<file path="config.mk">
export PLATFORM = sky130hd
export DESIGN_NAME = dual_tone_classifier
export DESIGN_NICKNAME = d
export VERILOG_FILES = /design/src/rtl/dtc_pkg.sv /design/src/rtl/period_meter.sv /design/src/rtl/band_matcher.sv /design/src/rtl/dual_tone_classifier.sv
export SDC_FILE = /design/constraint.sdc
export NUM_CORES = 1
export LEC_CHECK = 0
export BUFFER_PORTS_ARGS = -buffer_cell sky130_fd_sc_hd__buf_4
export CAP_MARGIN = 10
export CORE_AREA = 2 2 83 85
export CTS_CLUSTER_DIAMETER = 150
export DETAILED_ROUTE_END_ITERATION = 10
export DIE_AREA = 0 0 85 87
export PLACE_DENSITY_LB_ADDON = 0.25
export SYNTH_ARGS = -nofsm -noshare
export SYNTH_HDL_FRONTEND = slang
export SYNTH_SLANG_ARGS = --single-unit
</file>
<file path="constraint.sdc">
create_clock -name clk_i -period 3.35 [get_ports clk_i]
set_input_delay 0.335 -clock clk_i [delete_from_list [all_inputs] [get_ports clk_i]]
set_output_delay 0.335 -clock clk_i [all_outputs]
set_load 0.05 [all_outputs]
</file>
<file path="src/rtl/dtc_pkg.sv">
package dtc_pkg;
  localparam int NTONES = 4;
  localparam int IDX_W  = $clog2(NTONES);

  // Nominal tone frequency in Hz; high selects the upper band.
  function automatic int tone_hz(input bit high, input int idx);
    int f;
    if (!high) begin
      case (idx)
        0: f = 697;
        1: f = 770;
        2: f = 852;
        default: f = 941;
      endcase
    end else begin
      case (idx)
        0: f = 1209;
        1: f = 1336;
        2: f = 1477;
        default: f = 1633;
      endcase
    end
    return f;
  endfunction

  // Period in clock cycles scaled by (1000 + permil) / 1000, rounded down.
  function automatic int period_bound(input longint clk_hz, input int hz, input int permil);
    longint num;
    num = clk_hz * longint'(1000 + permil);
    return int'(num / (longint'(hz) * 1000));
  endfunction
endpackage

</file>
<file path="src/rtl/period_meter.sv">
module period_meter #(
  parameter int CNT_W = 14
) (
  input  logic             clk_i,
  input  logic             rst_i,
  input  logic             clr_i,
  input  logic             sq_i,
  output logic             strobe_o,
  output logic [CNT_W-1:0] period_o
);
  localparam logic [CNT_W-1:0] CNT_TOP  = '1;
  localparam logic [CNT_W-1:0] CNT_NEAR = CNT_TOP - {{(CNT_W-1){1'b0}}, 1'b1};

  logic             sq_d;
  logic             primed;
  logic [CNT_W-1:0] cnt;
  logic             rise;

  assign rise = sq_i & ~sq_d;

  always_ff @(posedge clk_i) begin
    if (rst_i || clr_i) begin
      sq_d     <= 1'b0;
      primed   <= 1'b0;
      cnt      <= '0;
      strobe_o <= 1'b0;
      period_o <= '0;
    end else begin
      sq_d     <= sq_i;
      strobe_o <= 1'b0;
      if (rise) begin
        cnt    <= {{(CNT_W-1){1'b0}}, 1'b1};
        primed <= 1'b1;
        if (primed) begin
          strobe_o <= 1'b1;
          period_o <= cnt;
        end
      end else if (cnt != CNT_TOP) begin
        cnt <= cnt + 1'b1;
        if (cnt == CNT_NEAR && primed) begin
          // silence: report an out-of-range period once
          strobe_o <= 1'b1;
          period_o <= CNT_TOP;
          primed   <= 1'b0;
        end
      end
    end
  end

  assert_cnt_saturates_R9: assert property (@(posedge clk_i) disable iff (rst_i || clr_i)
    (cnt == CNT_TOP && !rise) |=> (cnt == CNT_TOP));

  assert_no_wrap_R9: assert property (@(posedge clk_i) disable iff (rst_i || clr_i)
    (cnt == CNT_TOP) |=> (cnt != '0));
endmodule

</file>
<file path="src/rtl/band_matcher.sv">
module band_matcher
  import dtc_pkg::*;
#(
  parameter int     CNT_W      = 14,
  parameter longint CLK_HZ     = 3579545,
  parameter int     TOL_PERMIL = 25,
  parameter int     CONFIRM    = 4,
  parameter bit     HIGH_BAND  = 1'b0
) (
  input  logic             clk_i,
  input  logic             rst_i,
  input  logic             clr_i,
  input  logic             strobe_i,
  input  logic [CNT_W-1:0] period_i,
  output logic             matched_o,
  output logic [IDX_W-1:0] idx_o
);
  localparam int RUN_W = $clog2(CONFIRM + 1);
  localparam logic [RUN_W-1:0] RUN_FULL = RUN_W'(CONFIRM);

  logic [NTONES-1:0] in_win;
  logic              hit;
  logic [IDX_W-1:0]  hit_idx;
  logic [RUN_W-1:0]  run;
  logic [IDX_W-1:0]  cur_idx;

  for (genvar g = 0; g < NTONES; g++) begin : g_win
    localparam int LO = period_bound(CLK_HZ, tone_hz(HIGH_BAND, g), -TOL_PERMIL);
    localparam int HI = period_bound(CLK_HZ, tone_hz(HIGH_BAND, g),  TOL_PERMIL);
    assign in_win[g] = (int'(period_i) >= LO) && (int'(period_i) <= HI);
  end

  assign hit = |in_win;

  always_comb begin
    hit_idx = '0;
    for (int i = NTONES - 1; i >= 0; i--) begin
      if (in_win[i]) hit_idx = IDX_W'(i);
    end
  end

  always_ff @(posedge clk_i) begin
    if (rst_i || clr_i) begin
      run     <= '0;
      cur_idx <= '0;
    end else if (strobe_i) begin
      if (!hit) begin
        run <= '0;
      end else if (run != '0 && hit_idx == cur_idx) begin
        if (run != RUN_FULL) run <= run + 1'b1;
      end else begin
        run     <= {{(RUN_W-1){1'b0}}, 1'b1};
        cur_idx <= hit_idx;
      end
    end
  end

  assign matched_o = (run == RUN_FULL);
  assign idx_o     = cur_idx;

  assert_miss_clears_R5: assert property (@(posedge clk_i) disable iff (rst_i || clr_i)
    (strobe_i && !hit) |=> !matched_o);

  assert_lock_on_period_R5: assert property (@(posedge clk_i) disable iff (rst_i || clr_i)
    $rose(matched_o) |-> $past(strobe_i));
endmodule

</file>
<file path="src/rtl/dual_tone_classifier.sv">
module dual_tone_classifier
  import dtc_pkg::*;
#(
  parameter longint CLK_HZ     = 3579545,
  parameter int     CNT_W      = 14,
  parameter int     TOL_PERMIL = 25,
  parameter int     CONFIRM    = 4
) (
  input  logic       clk_i,
  input  logic       rst_i,
  input  logic       low_sq_i,
  input  logic       high_sq_i,
  input  logic       inhibit_i,
  input  logic       pdn_i,
  output logic       pair_o,
  output logic [1:0] row_o,
  output logic [1:0] col_o
);
  localparam logic [IDX_W-1:0] TOP_COL = IDX_W'(NTONES - 1);

  logic [1:0]             strobe;
  logic [1:0][CNT_W-1:0]  period;
  logic [1:0]             matched;
  logic [1:0][IDX_W-1:0]  idx;
  logic [1:0]             sq;
  logic                   report;

  assign sq = {high_sq_i, low_sq_i};

  for (genvar b = 0; b < 2; b++) begin : g_band
    period_meter #(.CNT_W(CNT_W)) u_meter (
      .clk_i    (clk_i),
      .rst_i    (rst_i),
      .clr_i    (pdn_i),
      .sq_i     (sq[b]),
      .strobe_o (strobe[b]),
      .period_o (period[b])
    );
    band_matcher #(
      .CNT_W      (CNT_W),
      .CLK_HZ     (CLK_HZ),
      .TOL_PERMIL (TOL_PERMIL),
      .CONFIRM    (CONFIRM),
      .HIGH_BAND  (b == 1)
    ) u_match (
      .clk_i     (clk_i),
      .rst_i     (rst_i),
      .clr_i     (pdn_i),
      .strobe_i  (strobe[b]),
      .period_i  (period[b]),
      .matched_o (matched[b]),
      .idx_o     (idx[b])
    );
  end

  assign report = matched[0] && matched[1] && !(inhibit_i && idx[1] == TOP_COL);

  always_ff @(posedge clk_i) begin
    if (rst_i) begin
      pair_o <= 1'b0;
      row_o  <= '0;
      col_o  <= '0;
    end else if (pdn_i) begin
      pair_o <= 1'b0;
    end else begin
      pair_o <= report;
      if (report) begin
        row_o <= idx[0];
        col_o <= idx[1];
      end
    end
  end

  assert_pair_needs_both_R6: assert property (@(posedge clk_i) disable iff (rst_i)
    pair_o |-> $past(matched[0] && matched[1]));

  assert_inhibit_top_col_R7: assert property (@(posedge clk_i) disable iff (rst_i)
    (pair_o && $past(inhibit_i)) |-> (col_o != TOP_COL));

  assert_pdn_silences_R8: assert property (@(posedge clk_i) disable iff (rst_i)
    pdn_i |=> !pair_o);

  assert_indices_hold_R6: assert property (@(posedge clk_i) disable iff (rst_i)
    !pair_o |-> ($stable(row_o) && $stable(col_o)));
endmodule

</file>
==> run metrics <==
Global Route met3 Usage 4.455%; Crit path largest cell delay 490 ps; area of the core 6569 µm²; PwrDens 406.1 nW/µm²; largest family of logic cells by synthesized area simple AND/OR/NAND/NOR gates; 1st-iter DRT viols 233; postcts setup bufs 0; Crit. End Element flop; period utilization 76.89%; Post-synth EDFFs 0; Cell variety after synth 60; Async S/R FF share, synth 0%; Max-slew headroom 28.18%; DR vias 3449; fin util 64.40%; DR WL/cell 14.50 µm; GR Layer Usage met1 32.35%; via/cell ratio 6.083; drt first pass iters 5; Root Driver clkbuf_8; setup_tns 0 ps; Synth warnings 0; mux contribution to synthesized area 1.847%; CTS Buffer Depth 2; Peak supply drop 0.0002980 V; Final HPWL DP 5.749 mm; vias in the first global route 3080; final instance area 4230 µm²; Min Clock Period, post-route 2576 ps; startpoint types flop; Die Y 87 µm; post-synth top area cell dfxtp_1; GRT Resource Usage Total 23.41%; leakage dissipation 1.464 nW; Slowest cell on crit path or4b_1; DRT Wirelength 8.222 mm; Routed Antenna Nets 0; layout cells sized above 1 8.214%; xor-xnor portion of the synthesized cell area 4.234%; Placed Area 4030 µm²; Ports 11; Critical Path AT 2800 ps; post-synthesis sequential area ratio 39.22%; CP Cell Sequence or4b_1 -> or4_4 -> a2111oi_4 -> a211o_1 -> a21oi_2 -> a41oi_1 -> o21ai_2; share of the synthesized area in the top cell type 39.22%; commonest non-fill, non-tap cell in the layout dfxtp_1; Initial Util 59.83%; Setup violations, final 0; std cell rows 30; first-pass GRT wire length 14.12 mm; Cells after Synth 483; clock transition at the registers of the reported paths 80 ps; count of pins over their slew limit 0; Syn Area/Cell 8.137 µm²; met2 usage 35.72%; placed insts 551; Synth Area in Compound Gates 18.37%; syn_nets 497; maximum fanout along the worst path 7; worst hold path class in2reg; Post-CTS Resized 0; Sink Count 77; largest net degree at the start of global routing 45; clock skew 11.75 ps; max cap viols 0; CTS tree yes; status complete, no violations; die footprint 7395 µm²; ant diodes 0; hold_buf cts 0; Worst-Skew Late Latency 350 ps; htree depth 3; Min Hold Slack 183.5 ps; Synth Area in Adders 2.547%; fin nets 496; die width 85 µm; main flop type after synthesis dfxtp_1; area grow syn2layout 7.641%; simple-gate portion of the synthesized area 29.96%; buffers and inverters on the worst path 0; CP required 3580 ps; #FFs+latches synth 77; initial antenna violation count 0; Post-route DRC 0; Synth area leaders dfxtp_1 39%, nor3_1 7.5%, nor2_1 6.8%, xor2_1 3.6%, a21oi_1 2.8%; Num CTS Buffers 9; cell family contributing the most delay on the critical path compound AO/OA/AOI/OAI gates; fmax 388.2 MHz; layer carrying the most global-route usage met2; Cell Count, Final, Fillers Out 567; port bufs 10; Worst-Margin Slew 1070 ps; RSZ-0062 raised after global routing false; most frequent cells in the layout 77 x dfxtp_1, 71 x nor2_1, 59 x nor3_1; GR Overflow Total 0; Synth Cell Area 3930 µm²; WS Path Type reg2reg; final hold violation count 0; RD Place Congestion 0.9129
per-layer routing:
metal | up-vias | wire [µm]
met5 | - | 0
met4 | 0 | 158
met3 | 14 | 320
met2 | 82 | 3621
met1 | 1589 | 4122
li1 | 1764 | -
worst register-to-register path, stage by stage (launching register included):
cell and delay (ps):
dfxtp_1 440, or4b_1 490, or4_4 450, a2111oi_4 450, a211o_1 180, a21oi_2 70, a41oi_1 290, o21ai_2 80
area by class of cell:
cell class / instances / area, µm²
clock buffer: 10 / 137.6
tap: 80 / 100.1
sequential: 77 / 1541
fill: 577 / 2338
multi-input combinational: 366 / 2238
inverter: 16 / 60.06
clock inverter: 6 / 62.56
timing repair buffer: 12 / 90.09
final timing paths:
path                                                  to  slack (ps)                          start  cells after the start
worst max-delay path            g_band[1].u_match.run[0]         770  g_band[1].u_meter.period_o[1]                      7
worst min-delay path                              pair_o         180                          rst_i                      2
worst max register to register  g_band[1].u_match.run[0]         770  g_band[1].u_meter.period_o[1]                      7
worst min register to register  g_band[0].u_match.run[1]         480       g_band[0].u_match.run[1]                      2
synth_stat cells, drive strengths merged, types with 2 or more instances:
library cell / number
and3: 11
ha: 8
nor2: 71
a21boi: 2
clkbuf: 24
mux2i: 6
nand2: 29
or3: 4
nor4: 3
nor2b: 4
inv: 16
or2: 2
a21oi: 24
a32o: 3
nand3b: 3
nor3: 59
nand3: 14
and4: 4
o211a: 2
a211oi: 8
nor4b: 4
nor3b: 2
dfxtp: 77
xnor2: 3
and4b: 3
xor2: 16
o211ai: 7
a22oi: 2
a211o: 3
a221o: 2
nand4: 11
o2111ai: 4
o21ai: 16
a311oi: 3
o21a: 4
and2: 2
a31oi: 5
nand2b: 5
power breakdown:
group / switching (mW) / leakage (nW) / internal (mW) / total, mW
logic: 0.0508 / 0.736 / 0.0258 / 0.0766
registers: 0.0142 / 0.622 / 0.924 / 0.938
clock network: 0.340 / 0.106 / 0.363 / 0.703
through the flow:
| step | power [mW] | worst slack (ps) |
|---|---|---|
| floorplan | 1.016 | 927.8 |
| global placement | 1.033 | 847.7 |
| detailed placement | 1.035 | 789.6 |
| CTS | 1.735 | 763.3 |
| global route | 1.784 | 588.6 |
| finish | 1.718 | 774.2 |
registers in the layout, summed over array words and instances, names as in the netlist:
name,count
g_band.u_meter.cnt,28
col_o,2
g_band.u_meter.strobe_o,2
g_band.u_match.run,6
row_o,2
g_band.u_match.idx_o,4
g_band.u_meter.primed,2
pair_o,1
g_band.u_meter.sq_d,2
g_band.u_meter.period_o,28
kinds of logic (layout without fill, tap and decap cells):
kind of cell,after synthesis,count (layout)
xor gates and xnor gates,19,19
muxes,6,6
buffers and inverters,40,44
adders and majority gates,8,8
AOI/OAI and AO/OA,99,99
DFF,77,77
and+or+nand+nor,234,234
Power figures use the tool's default switching activity.
